## src/rtl/tsb_pkg.sv

```systemverilog
package tsb_pkg;

    localparam int WORD_W      = 32;
    localparam int LEN_W       = $clog2(WORD_W + 1);
    localparam int LEN_FLD_W   = 8;
    localparam int GAP_W       = 10;
    localparam int HALF_W      = 10;
    localparam int MIN_LEN     = 4;
    localparam int REG_ADDR_W  = 1;

    // control word layout
    localparam int F_RUN     = 0;
    localparam int F_SRC     = 1;
    localparam int F_CONT    = 2;
    localparam int F_CPOL    = 3;
    localparam int F_LEN_LO  = 4;
    localparam int F_GAP_LO  = F_LEN_LO + LEN_FLD_W;
    localparam int F_HALF_LO = F_GAP_LO + GAP_W;

    localparam logic [REG_ADDR_W-1:0] ADDR_CTRL = '0;

    typedef enum logic [1:0] {
        ST_IDLE  = 2'd0,
        ST_SHIFT = 2'd1,
        ST_GAP   = 2'd2
    } fr_state_e;

    typedef struct packed {
        logic              run;
        logic              src_pins;
        logic              cont;
        logic              cpol;
        logic [LEN_W-1:0]  len;
        logic [GAP_W-1:0]  gap;
        logic [HALF_W-1:0] half;
    } tsb_cfg_t;

    function automatic logic [LEN_W-1:0] clamp_len(input logic [LEN_FLD_W-1:0] raw);
        if (raw < LEN_FLD_W'(MIN_LEN))
            return LEN_W'(MIN_LEN);
        else if (raw > LEN_FLD_W'(WORD_W))
            return LEN_W'(WORD_W);
        else
            return raw[LEN_W-1:0];
    endfunction

    function automatic logic [GAP_W-1:0] at_least_one_gap(input logic [GAP_W-1:0] raw);
        return (raw == '0) ? GAP_W'(1) : raw;
    endfunction

    function automatic logic [HALF_W-1:0] at_least_one_half(input logic [HALF_W-1:0] raw);
        return (raw == '0) ? HALF_W'(1) : raw;
    endfunction

endpackage

```

## src/rtl/tsb_regs.sv

```systemverilog
module tsb_regs
    import tsb_pkg::*;
#(
    parameter int WW = WORD_W
) (
    input  logic                  clk,
    input  logic                  rst,
    input  logic                  we,
    input  logic [REG_ADDR_W-1:0] addr,
    input  logic [WW-1:0]         wdata,
    output tsb_cfg_t              cfg,
    output logic [WW-1:0]         alt_word
);

    tsb_cfg_t      cfg_q;
    logic [WW-1:0] alt_q;

    always_ff @(posedge clk) begin
        if (rst) begin
            cfg_q.run      <= 1'b0;
            cfg_q.src_pins <= 1'b0;
            cfg_q.cont     <= 1'b0;
            cfg_q.cpol     <= 1'b0;
            cfg_q.len      <= LEN_W'(MIN_LEN);
            cfg_q.gap      <= GAP_W'(1);
            cfg_q.half     <= HALF_W'(1);
            alt_q          <= '0;
        end else if (we) begin
            if (addr == ADDR_CTRL) begin
                cfg_q.run      <= wdata[F_RUN];
                cfg_q.src_pins <= wdata[F_SRC];
                cfg_q.cont     <= wdata[F_CONT];
                cfg_q.cpol     <= wdata[F_CPOL];
                cfg_q.len      <= clamp_len(wdata[F_LEN_LO +: LEN_FLD_W]);
                cfg_q.gap      <= at_least_one_gap(wdata[F_GAP_LO +: GAP_W]);
                cfg_q.half     <= at_least_one_half(wdata[F_HALF_LO +: HALF_W]);
            end else begin
                alt_q <= wdata;
            end
        end
    end

    assign cfg      = cfg_q;
    assign alt_word = alt_q;


    len_range_chk: assert property (@(posedge clk) disable iff (rst)
        (cfg_q.len >= LEN_W'(MIN_LEN)) && (cfg_q.len <= LEN_W'(WW)));

endmodule

```

## src/rtl/tsb_tick.sv

```systemverilog
module tsb_tick
    import tsb_pkg::*;
#(
    parameter int HW = HALF_W
) (
    input  logic          clk,
    input  logic          rst,
    input  logic          park,
    input  logic [HW-1:0] half,
    output logic          slot_end,
    output logic          late_half
);

    localparam int CW = HW + 1;

    logic [CW-1:0] cnt_q;
    logic [CW-1:0] last;

    assign last = {half, 1'b0} - CW'(1);

    always_ff @(posedge clk) begin
        if (rst)
            cnt_q <= '0;
        else if (park)
            cnt_q <= last;
        else if (cnt_q >= last)
            cnt_q <= '0;
        else
            cnt_q <= cnt_q + CW'(1);
    end

    assign slot_end  = (cnt_q >= last);
    assign late_half = (cnt_q >= {1'b0, half});


    cnt_in_range_chk: assert property (@(posedge clk) disable iff (rst)
        $stable(half) |-> (cnt_q <= last));

endmodule

```

## src/rtl/tsb_framer.sv

```systemverilog
module tsb_framer
    import tsb_pkg::*;
#(
    parameter int WW = WORD_W,
    parameter int GW = GAP_W
) (
    input  logic             clk,
    input  logic             rst,
    input  logic             slot_end,
    input  logic             run,
    input  logic             src_pins,
    input  logic [LEN_W-1:0] len,
    input  logic [GW-1:0]    gap,
    input  logic [WW-1:0]    alt_word,
    input  logic [WW-1:0]    par_in,
    output fr_state_e        state,
    output logic             cs_n,
    output logic             sout,
    output logic             frame_done
);

    fr_state_e        state_q;
    logic [WW-1:0]    sh_q;
    logic [LEN_W-1:0] left_q;
    logic [GW-1:0]    gap_q;
    logic             cs_n_q;
    logic             done_q;

    logic [WW-1:0]    pick;
    logic [WW-1:0]    aligned;

    always_comb begin
        pick    = src_pins ? par_in : alt_word;
        aligned = pick << (WW - int'(len));
    end

    always_ff @(posedge clk) begin
        if (rst) begin
            state_q <= ST_IDLE;
            sh_q    <= '0;
            left_q  <= '0;
            gap_q   <= '0;
            cs_n_q  <= 1'b1;
            done_q  <= 1'b0;
        end else begin
            done_q <= 1'b0;
            if (slot_end) begin
                case (state_q)
                    ST_IDLE: begin
                        if (run) begin
                            state_q <= ST_SHIFT;
                            sh_q    <= aligned;
                            left_q  <= len - LEN_W'(1);
                            cs_n_q  <= 1'b0;
                        end
                    end
                    ST_SHIFT: begin
                        if (left_q == '0) begin
                            state_q <= ST_GAP;
                            sh_q    <= '0;
                            gap_q   <= gap - GW'(1);
                            cs_n_q  <= 1'b1;
                            done_q  <= 1'b1;
                        end else begin
                            left_q <= left_q - LEN_W'(1);
                            sh_q   <= {sh_q[WW-2:0], 1'b0};
                        end
                    end
                    ST_GAP: begin
                        if (gap_q != '0) begin
                            gap_q <= gap_q - GW'(1);
                        end else if (run) begin
                            state_q <= ST_SHIFT;
                            sh_q    <= aligned;
                            left_q  <= len - LEN_W'(1);
                            cs_n_q  <= 1'b0;
                        end else begin
                            state_q <= ST_IDLE;
                        end
                    end
                    default: state_q <= ST_IDLE;
                endcase
            end
        end
    end

    assign state      = state_q;
    assign cs_n       = cs_n_q;
    assign sout       = sh_q[WW-1];
    assign frame_done = done_q;


    done_pulse_chk: assert property (@(posedge clk) disable iff (rst)
        done_q |=> !done_q);


    done_at_cs_rise_chk: assert property (@(posedge clk) disable iff (rst)
        done_q |-> $rose(cs_n_q));


    start_needs_run_chk: assert property (@(posedge clk) disable iff (rst)
        $fell(cs_n_q) |-> $past(run));


    cs_on_slot_chk: assert property (@(posedge clk) disable iff (rst)
        $fell(cs_n_q) |-> $past(slot_end));

endmodule

```

## src/rtl/tsb_serializer.sv

```systemverilog
module tsb_serializer
    import tsb_pkg::*;
(
    input  logic                  clk,
    input  logic                  rst,
    input  logic                  reg_we,
    input  logic [REG_ADDR_W-1:0] reg_addr,
    input  logic [WORD_W-1:0]     reg_wdata,
    input  logic [WORD_W-1:0]     par_in,
    output logic                  sck,
    output logic                  sout,
    output logic                  cs_n,
    output logic                  frame_done
);

    tsb_cfg_t           cfg;
    logic [WORD_W-1:0]  alt_word;
    fr_state_e          state;
    logic               slot_end;
    logic               late_half;
    logic               park;
    logic               sck_act;

    tsb_regs #(.WW(WORD_W)) regs_i (
        .clk      (clk),
        .rst      (rst),
        .we       (reg_we),
        .addr     (reg_addr),
        .wdata    (reg_wdata),
        .cfg      (cfg),
        .alt_word (alt_word)
    );

    assign park = (state == ST_IDLE) && !cfg.run;

    tsb_tick #(.HW(HALF_W)) tick_i (
        .clk       (clk),
        .rst       (rst),
        .park      (park),
        .half      (cfg.half),
        .slot_end  (slot_end),
        .late_half (late_half)
    );

    tsb_framer #(.WW(WORD_W), .GW(GAP_W)) framer_i (
        .clk        (clk),
        .rst        (rst),
        .slot_end   (slot_end),
        .run        (cfg.run),
        .src_pins   (cfg.src_pins),
        .len        (cfg.len),
        .gap        (cfg.gap),
        .alt_word   (alt_word),
        .par_in     (par_in),
        .state      (state),
        .cs_n       (cs_n),
        .sout       (sout),
        .frame_done (frame_done)
    );

    always_comb begin
        sck_act = late_half &&
                  ((state == ST_SHIFT) || (cfg.cont && (state != ST_IDLE)));
        sck     = cfg.cpol ^ sck_act;
    end


    idle_level_chk: assert property (@(posedge clk) disable iff (rst)
        (!cfg.cont && cs_n) |-> (sck == cfg.cpol));


    cs_lead_chk: assert property (@(posedge clk) disable iff (rst)
        $fell(cs_n) |-> (sck == cfg.cpol));

endmodule

```

## config.mk

```make
export PLATFORM = sky130hd
export DESIGN_NAME = tsb_serializer
export DESIGN_NICKNAME = d
export VERILOG_FILES = /design/src/rtl/tsb_pkg.sv /design/src/rtl/tsb_regs.sv /design/src/rtl/tsb_tick.sv /design/src/rtl/tsb_framer.sv /design/src/rtl/tsb_serializer.sv
export SDC_FILE = /design/constraint.sdc
export NUM_CORES = 1
export LEC_CHECK = 0
export CELL_PAD_IN_SITES_DETAIL_PLACEMENT = 1
export CELL_PAD_IN_SITES_GLOBAL_PLACEMENT = 2
export CORE_MARGIN = 2
export CORE_UTILIZATION = 35
export DETAILED_ROUTE_END_ITERATION = 10
export PLACE_DENSITY = 0.84
export SYNTH_ARGS = -nofsm -noshare
export SYNTH_HDL_FRONTEND = slang
export SYNTH_SLANG_ARGS = --single-unit
```

## constraint.sdc

```tcl
create_clock -name clk -period 4 [get_ports clk]
set_clock_uncertainty 0.05 [all_clocks]
set_input_delay 0.8 -clock clk [delete_from_list [all_inputs] [get_ports clk]]
set_output_delay 0.8 -clock clk [all_outputs]
set_load 0.005 [all_outputs]
```

==> flow_metrics.tcl, run 1 <==
set metrics [dict create \
    syn-cell-area_um2 8350 \
    vias 8388 \
    nFillCells 2825 \
    vdd_drop_max_uv 217 \
    grt_pass1_wl_mm 47.9 \
    register_area_um2 2500 \
    worst-setup-path-type "flop to output port" \
    max_cap_violations 0 \
    syn_to_final_growth_pct 19.4 \
    clockPowerShare_pct 42.7 \
    min_to "regs_i.cfg[27]" \
    pwr-share-seq_pct 36.5 \
    grt_max_degree 91 \
    nets 1206 \
    status "complete, no violations" \
    ys_seq_elements 125 \
    grt_setup_unrepaired "false" \
    crit_path_end_kind "output port" \
    tightest_slew_ns 1.09 \
    p_per_area_nw_per_um2 376 \
    wl_per_cell_um 20.9 \
    async_reset_ff_share_pct 0 \
    clock_latency_ns 0.44 \
    timing.rr.end "framer_i.sh_q[10]" \
    hold_start "regs_i.cfg[27]" \
    cts_sinks 125 \
    fin_crit_sh_pct 94.9 \
    clk_path_buf_depth 2 \
    rr_worst_depth 13 \
    syn_inst 1067 \
    grt_pass1_vias 8433 \
    drc 0 \
    multi_input_area_um2 5470 \
    ant_nets 0 \
    die_y_um 158 \
    via_per_inst 5.82 \
    synth_top_cell_area_share_pct 30.0 \
    place_area_um2 9380 \
    hold_violations 0 \
    min_path_type "flop to flop" \
    io_buffers 71 \
    antenna_found_initial 0 \
    synthTopCellsByArea "dfxtp_1, nand2_1, a21oi_1" \
    grt_overflow 0 \
    cts_tree "done" \
    whs_ns 0.404 \
    power.switching_mw 1.20 \
    final_area_um2 9980 \
    drtPass1Iterations 7 \
    clk_pin_slew_ns 0.06 \
    htreeDepth 4 \
    dieArea_um2 25100 \
    postCtsSetupRepairBufs 0 \
    startpoint_type "flop" \
    drive_above_1_share_pct 9.71 \
    synth_largest_area_cell "dfxtp_1" \
    avgSynthCellArea_um2 7.83 \
    fp.dieW_um 158 \
    core_um2 23500 \
    setup_violations 0 \
    row_count 56 \
    synth_cell_types 70 \
    synth_edf_count 0 \
    cts_made_buffers 17 \
    synth-seq-area-share_pct 30.0 \
    internal-power_mw 2.55 \
    ioPinCount 72 \
    start_util_pct 35.6 \
    pwr-share-comb_pct 20.8 \
    cts-root-buf "clkbuf_16" \
    relSlewSlack_pct 27.3 \
    grtUsageTotal_pct 24.7 \
    crit_fanout 5 \
    totalWireLength_mm 30.1 \
    yosys_warnings 0 \
    place_hpwl_mm 22.1 \
    n_antenna_cell 0 \
    min_period_ns 3.80 \
    required_ns 3.15 \
    synth_nets 1164 \
    drt-initial-drc-count 739 \
    gp_congestion 0.893 \
    p_sw_share_pct 32.0 \
    arrival_ns 2.95 \
    holdPathStages 2 \
    finalMaxSlewViolations 0 \
    tns_ns 0 \
    power.leakage_nw 3.35 \
    reg2reg_from "regs_i.cfg[0]" \
    r2r_slack_ns 0.34 \
    synth_ff_type "dfxtp_1" \
    max_freq_mhz 263 \
]
metrics by stage:
stage | instances | setup slack, ns | total power, mW | util (%)
CTS | 1441 | 0.203 | 3.77 | 42.5
global route | 1441 | 0.0535 | 3.91 | 42.5
floorplan | 1067 | 0.798 | 1.87 | -
global placement | 1409 | 0.353 | 2.15 | 40.0
finish | 1441 | 0.204 | 3.76 | 42.5
detailed placement | 1409 | 0.261 | 2.16 | 40.0
cell usage in the layout, fill, tap and decap left out, drive strengths merged, types with 8 or more instances in the layout:
cell,n
nand2,177
inv,27
xnor2,20
a211oi,27
nor2,114
mux2i,34
dfxtp,125
xor2,9
nand3,17
nor3,37
clkbuf,17
a21oi,105
a221oi,15
ha,29
mux4,17
clkdlybuf4s50,70
a32oi,8
mux2,13
o211ai,17
a31oi,12
buf,27
a22oi,20
o21ai,41
a222oi,8
worst max-delay path: stages (launching register included):
cell and delay, ns:
dfxtp_1 0.43, buf_4 0.18, ha_1 0.23, nand2b_1 0.16
a21oi_1 0.17, nor2b_1 0.06, o21ai_0 0.18, a21oi_1 0.10
o41ai_1 0.32, xnor2_1 0.17, clkdlybuf4s50_1 0.52
flip-flops by register name, summed over array words and instances, names as in the netlist:
name	flops
regs_i.cfg	30
framer_i.gap_q	10
framer_i.cs_n	1
tick_i.cnt_q	11
regs_i.alt_word	32
framer_i.left_q	6
framer_i.state	2
framer_i.sh_q	32
framer_i.frame_done	1
power by group through the flow:
| stage | logic, mW | clock network (mW) | registers (mW) |
|---|---|---|---|
| 2_1_floorplan | 0.499 | 0 | 1.37 |
| 3_3_place_gp | 0.753 | 0 | 1.40 |
| 3_5_place_dp | 0.766 | 0 | 1.40 |
| 4_1_cts | 0.773 | 1.63 | 1.37 |
| 5_1_grt | 0.857 | 1.68 | 1.38 |
| 6_report | 0.780 | 1.60 | 1.37 |
metal layers:
layer	GRT usage, %	part of all wire, %	up-vias
met2	39.7	46	239
met1	34.6	47	4087
met4	6.48	1.6	0
met3	3.97	5.0	31
met5	0	0	-
li1	-	-	4031
cell families (layout without fill, tap and decap cells):
| logic type | after synthesis | count (layout) | synth area share, % |
|---|---|---|---|
| simple gates | 409 | 409 | 22.0 |
| compound gates | 316 | 316 | 25.5 |
| flops | 125 | 125 | 30.0 |
| buf+inv | 95 | 150 | 4.70 |
| mux | 64 | 64 | 10.4 |
| fa+ha+maj | 29 | 29 | 4.34 |
| xor+xnor | 29 | 29 | 3.04 |
what timing repair did:
item | 4_1_cts | 5_1_grt
setup endpoints to repair | 0 | 21
hold buffers | 0 | 0
resized for setup | 0 | 1
final cells by class:
cell class	instances	area share, %
clock buffers	17	4.26
clock inverters	15	1.62
inverters	21	0.790
multi-input cells	847	54.8
flip-flops and latches	125	25.1
well taps	319	4.00
repair buffers	97	9.43
cell usage after synthesis, drive strengths merged (6+ instances only):
master and n:
a21o 7, nand3 17, clkbuf 48, a211oi 27, o22ai 6, nand4 6, a222oi 8, and3 7
a32oi 8, xor2 9, mux4 17, a221oi 15, xnor2 20, buf 26, mux2i 34, ha 29
o2bb2ai 6, inv 21, o21ai 41, dfxtp 125, a22oi 20, a31oi 12, nor3b 6, nor4 7
nor2b 6, mux2 13, nand2 177, and2 7, o211ai 17, nor3 37, nor2 114, a21oi 105
worst max-delay path by stage:
stage                        from                end  slack, ns
CTS                 regs_i.cfg[0]                sck       0.20
floorplan           regs_i.cfg[2]  framer_i.sh_q[29]       0.80
global placement    regs_i.cfg[2]  framer_i.sh_q[22]       0.35
finish              regs_i.cfg[0]                sck       0.20
detailed placement  regs_i.cfg[2]  framer_i.sh_q[22]       0.26
global route        regs_i.cfg[2]  framer_i.sh_q[10]       0.05
(Power assumes the default switching activity.)
==> inputs of run 2 (changes only) <==
- CORE_ASPECT_RATIO: unset -> 1.1
==> run 2 against run 1 <==
  * Via count down 0.67%
  * Setup slack better by 0.088 ns
  * Clock power about the same
  * Critical path depth down 1
  * Non-clock buffer count down 3
  * Core utilization down 0.33 points
  * Hold slack better by 0.0088 ns
  * Global-route usage down 0.98 points
  * First-iteration DRC count down 6.0%
  * Power down 0.69%
  * Sequential power about the same
  * Flip-flop and latch count unchanged
==> flow_metrics.tcl, run 2 (synthesized netlist as in run 1, its figures left out) <==
set metrics [dict create \
    fp.dieW_um 151 \
    antenna_found_initial 3 \
    required_ns 3.15 \
    max_freq_mhz 270 \
    nFillCells 2857 \
    finalMaxSlewViolations 0 \
    drc 0 \
    arrival_ns 2.86 \
    core_um2 23500 \
    drt-initial-drc-count 695 \
    vdd_drop_max_uv 209 \
    clk_pin_slew_ns 0.06 \
    hold_violations 0 \
    die_y_um 166 \
    grt_setup_unrepaired "false" \
    cts_hold_buf 0 \
    grt_max_degree 78 \
    tns_ns 0 \
    startpoint_type "flop" \
    min_path_type "flop to flop" \
    nets 1203 \
    crit_fanout 8 \
    postCtsSetupRepairBufs 0 \
    grt_pass1_vias 8281 \
    setup_violations 0 \
    ioPinCount 72 \
    row_count 59 \
    met3_length_mm 1.26 \
    cts_made_buffers 17 \
    cts-root-buf "clkbuf_16" \
    cts_resized 0 \
    crit_path_end_kind "output port" \
    layout_common_cells "nand2_1, dfxtp_1, nor2_1" \
    place_hpwl_mm 22.0 \
    cts_tree "done" \
    via_per_inst 5.85 \
    wl_per_cell_um 20.7 \
    totalWireLength_mm 29.4 \
    final_common_cell "nand2_1" \
    io_buffers 71 \
    syn_to_final_growth_pct 18.9 \
    htreeDepth 4 \
    wl_met1_mm 13.2 \
    worst-setup-path-type "flop to output port" \
    power.leakage_nw 3.34 \
    wl_met2_mm 14.2 \
    tightest_slew_ns 1.13 \
    gp_congestion 0.858 \
    ant_nets 0 \
    min_period_ns 3.71 \
    clock_latency_ns 0.43 \
    clk_path_buf_depth 2 \
    status "complete, no violations" \
    fin_crit_sh_pct 92.7 \
    vias 8332 \
    relSlewSlack_pct 24.2 \
    fin_util_pct 42.2 \
    cts_sinks 125 \
    drive_above_1_share_pct 9.38 \
    n_antenna_cell 0 \
    highest_layer "met4" \
    start_util_pct 35.5 \
    grtUsageTotal_pct 23.8 \
    grt_overflow 0 \
    max_cap_violations 0 \
    drtPass1Iterations 5 \
    grt_pass1_wl_mm 46.8 \
    dieArea_um2 25100 \
    p_per_area_nw_per_um2 376 \
]
==> run 2: cell type report <==
cell class	instances	area [um^2]	area share [%]
Sequential cell	125	2500	25.2
Multi-Input combinational cell	847	5470	55.0
Clock buffer	17	425	4.28
Timing Repair Buffer	94	906	9.12
Clock inverter	15	171	1.73
Tap cell	305	382	3.84
Inverter	21	78.8	0.794
==> run 2: layer usage <==
layer  global-route usage, %  up-vias
li1                        -     4029
met1                    31.6     4064
met2                    38.2      186
met3                    4.81       53
met4                    7.96        0
met5                       0        -
==> run 2: critical path, cell delays in order, from the launching register on <==
cell             delay, ns
dfxtp_1               0.52
ha_1                  0.29
nand2b_1              0.14
a21oi_1               0.15
nor2b_1               0.06
o21ai_0               0.18
a21oi_1               0.09
o41ai_1               0.31
xnor2_1               0.18
clkdlybuf4s50_1       0.52
==> run 2: report_power, final <==
part	internal, mW	switching [mW]	total, mW
registers	1.31	0.0697	1.38
clock network	0.894	0.717	1.61
logic	0.305	0.437	0.742
==> run 2: worst paths after layout <==
path,start,to,slack (ns),depth (start not counted)
hold / removal,regs_i.cfg[9],regs_i.cfg[9],0.41,2
setup / recovery,regs_i.cfg[0],sck,0.29,9
hold reg to reg,regs_i.cfg[9],regs_i.cfg[9],0.41,2
setup reg to reg,regs_i.cfg[0],framer_i.sh_q[24],0.41,13
==> run 2: metrics by stage <==
step                cell area, um^2  setup WS (ns)  hold WS [ns]  cells  total power [mW]
finish                         9930          0.292         0.413   1424              3.73
global route                   9930         0.0211         0.443   1424              3.90
CTS                            9930          0.268         0.413   1424              3.76
detailed placement             9330          0.353         0.404   1392              2.14
global placement               9330          0.426         0.395   1392              2.13
floorplan                      8350          0.798         0.384   1067              1.87
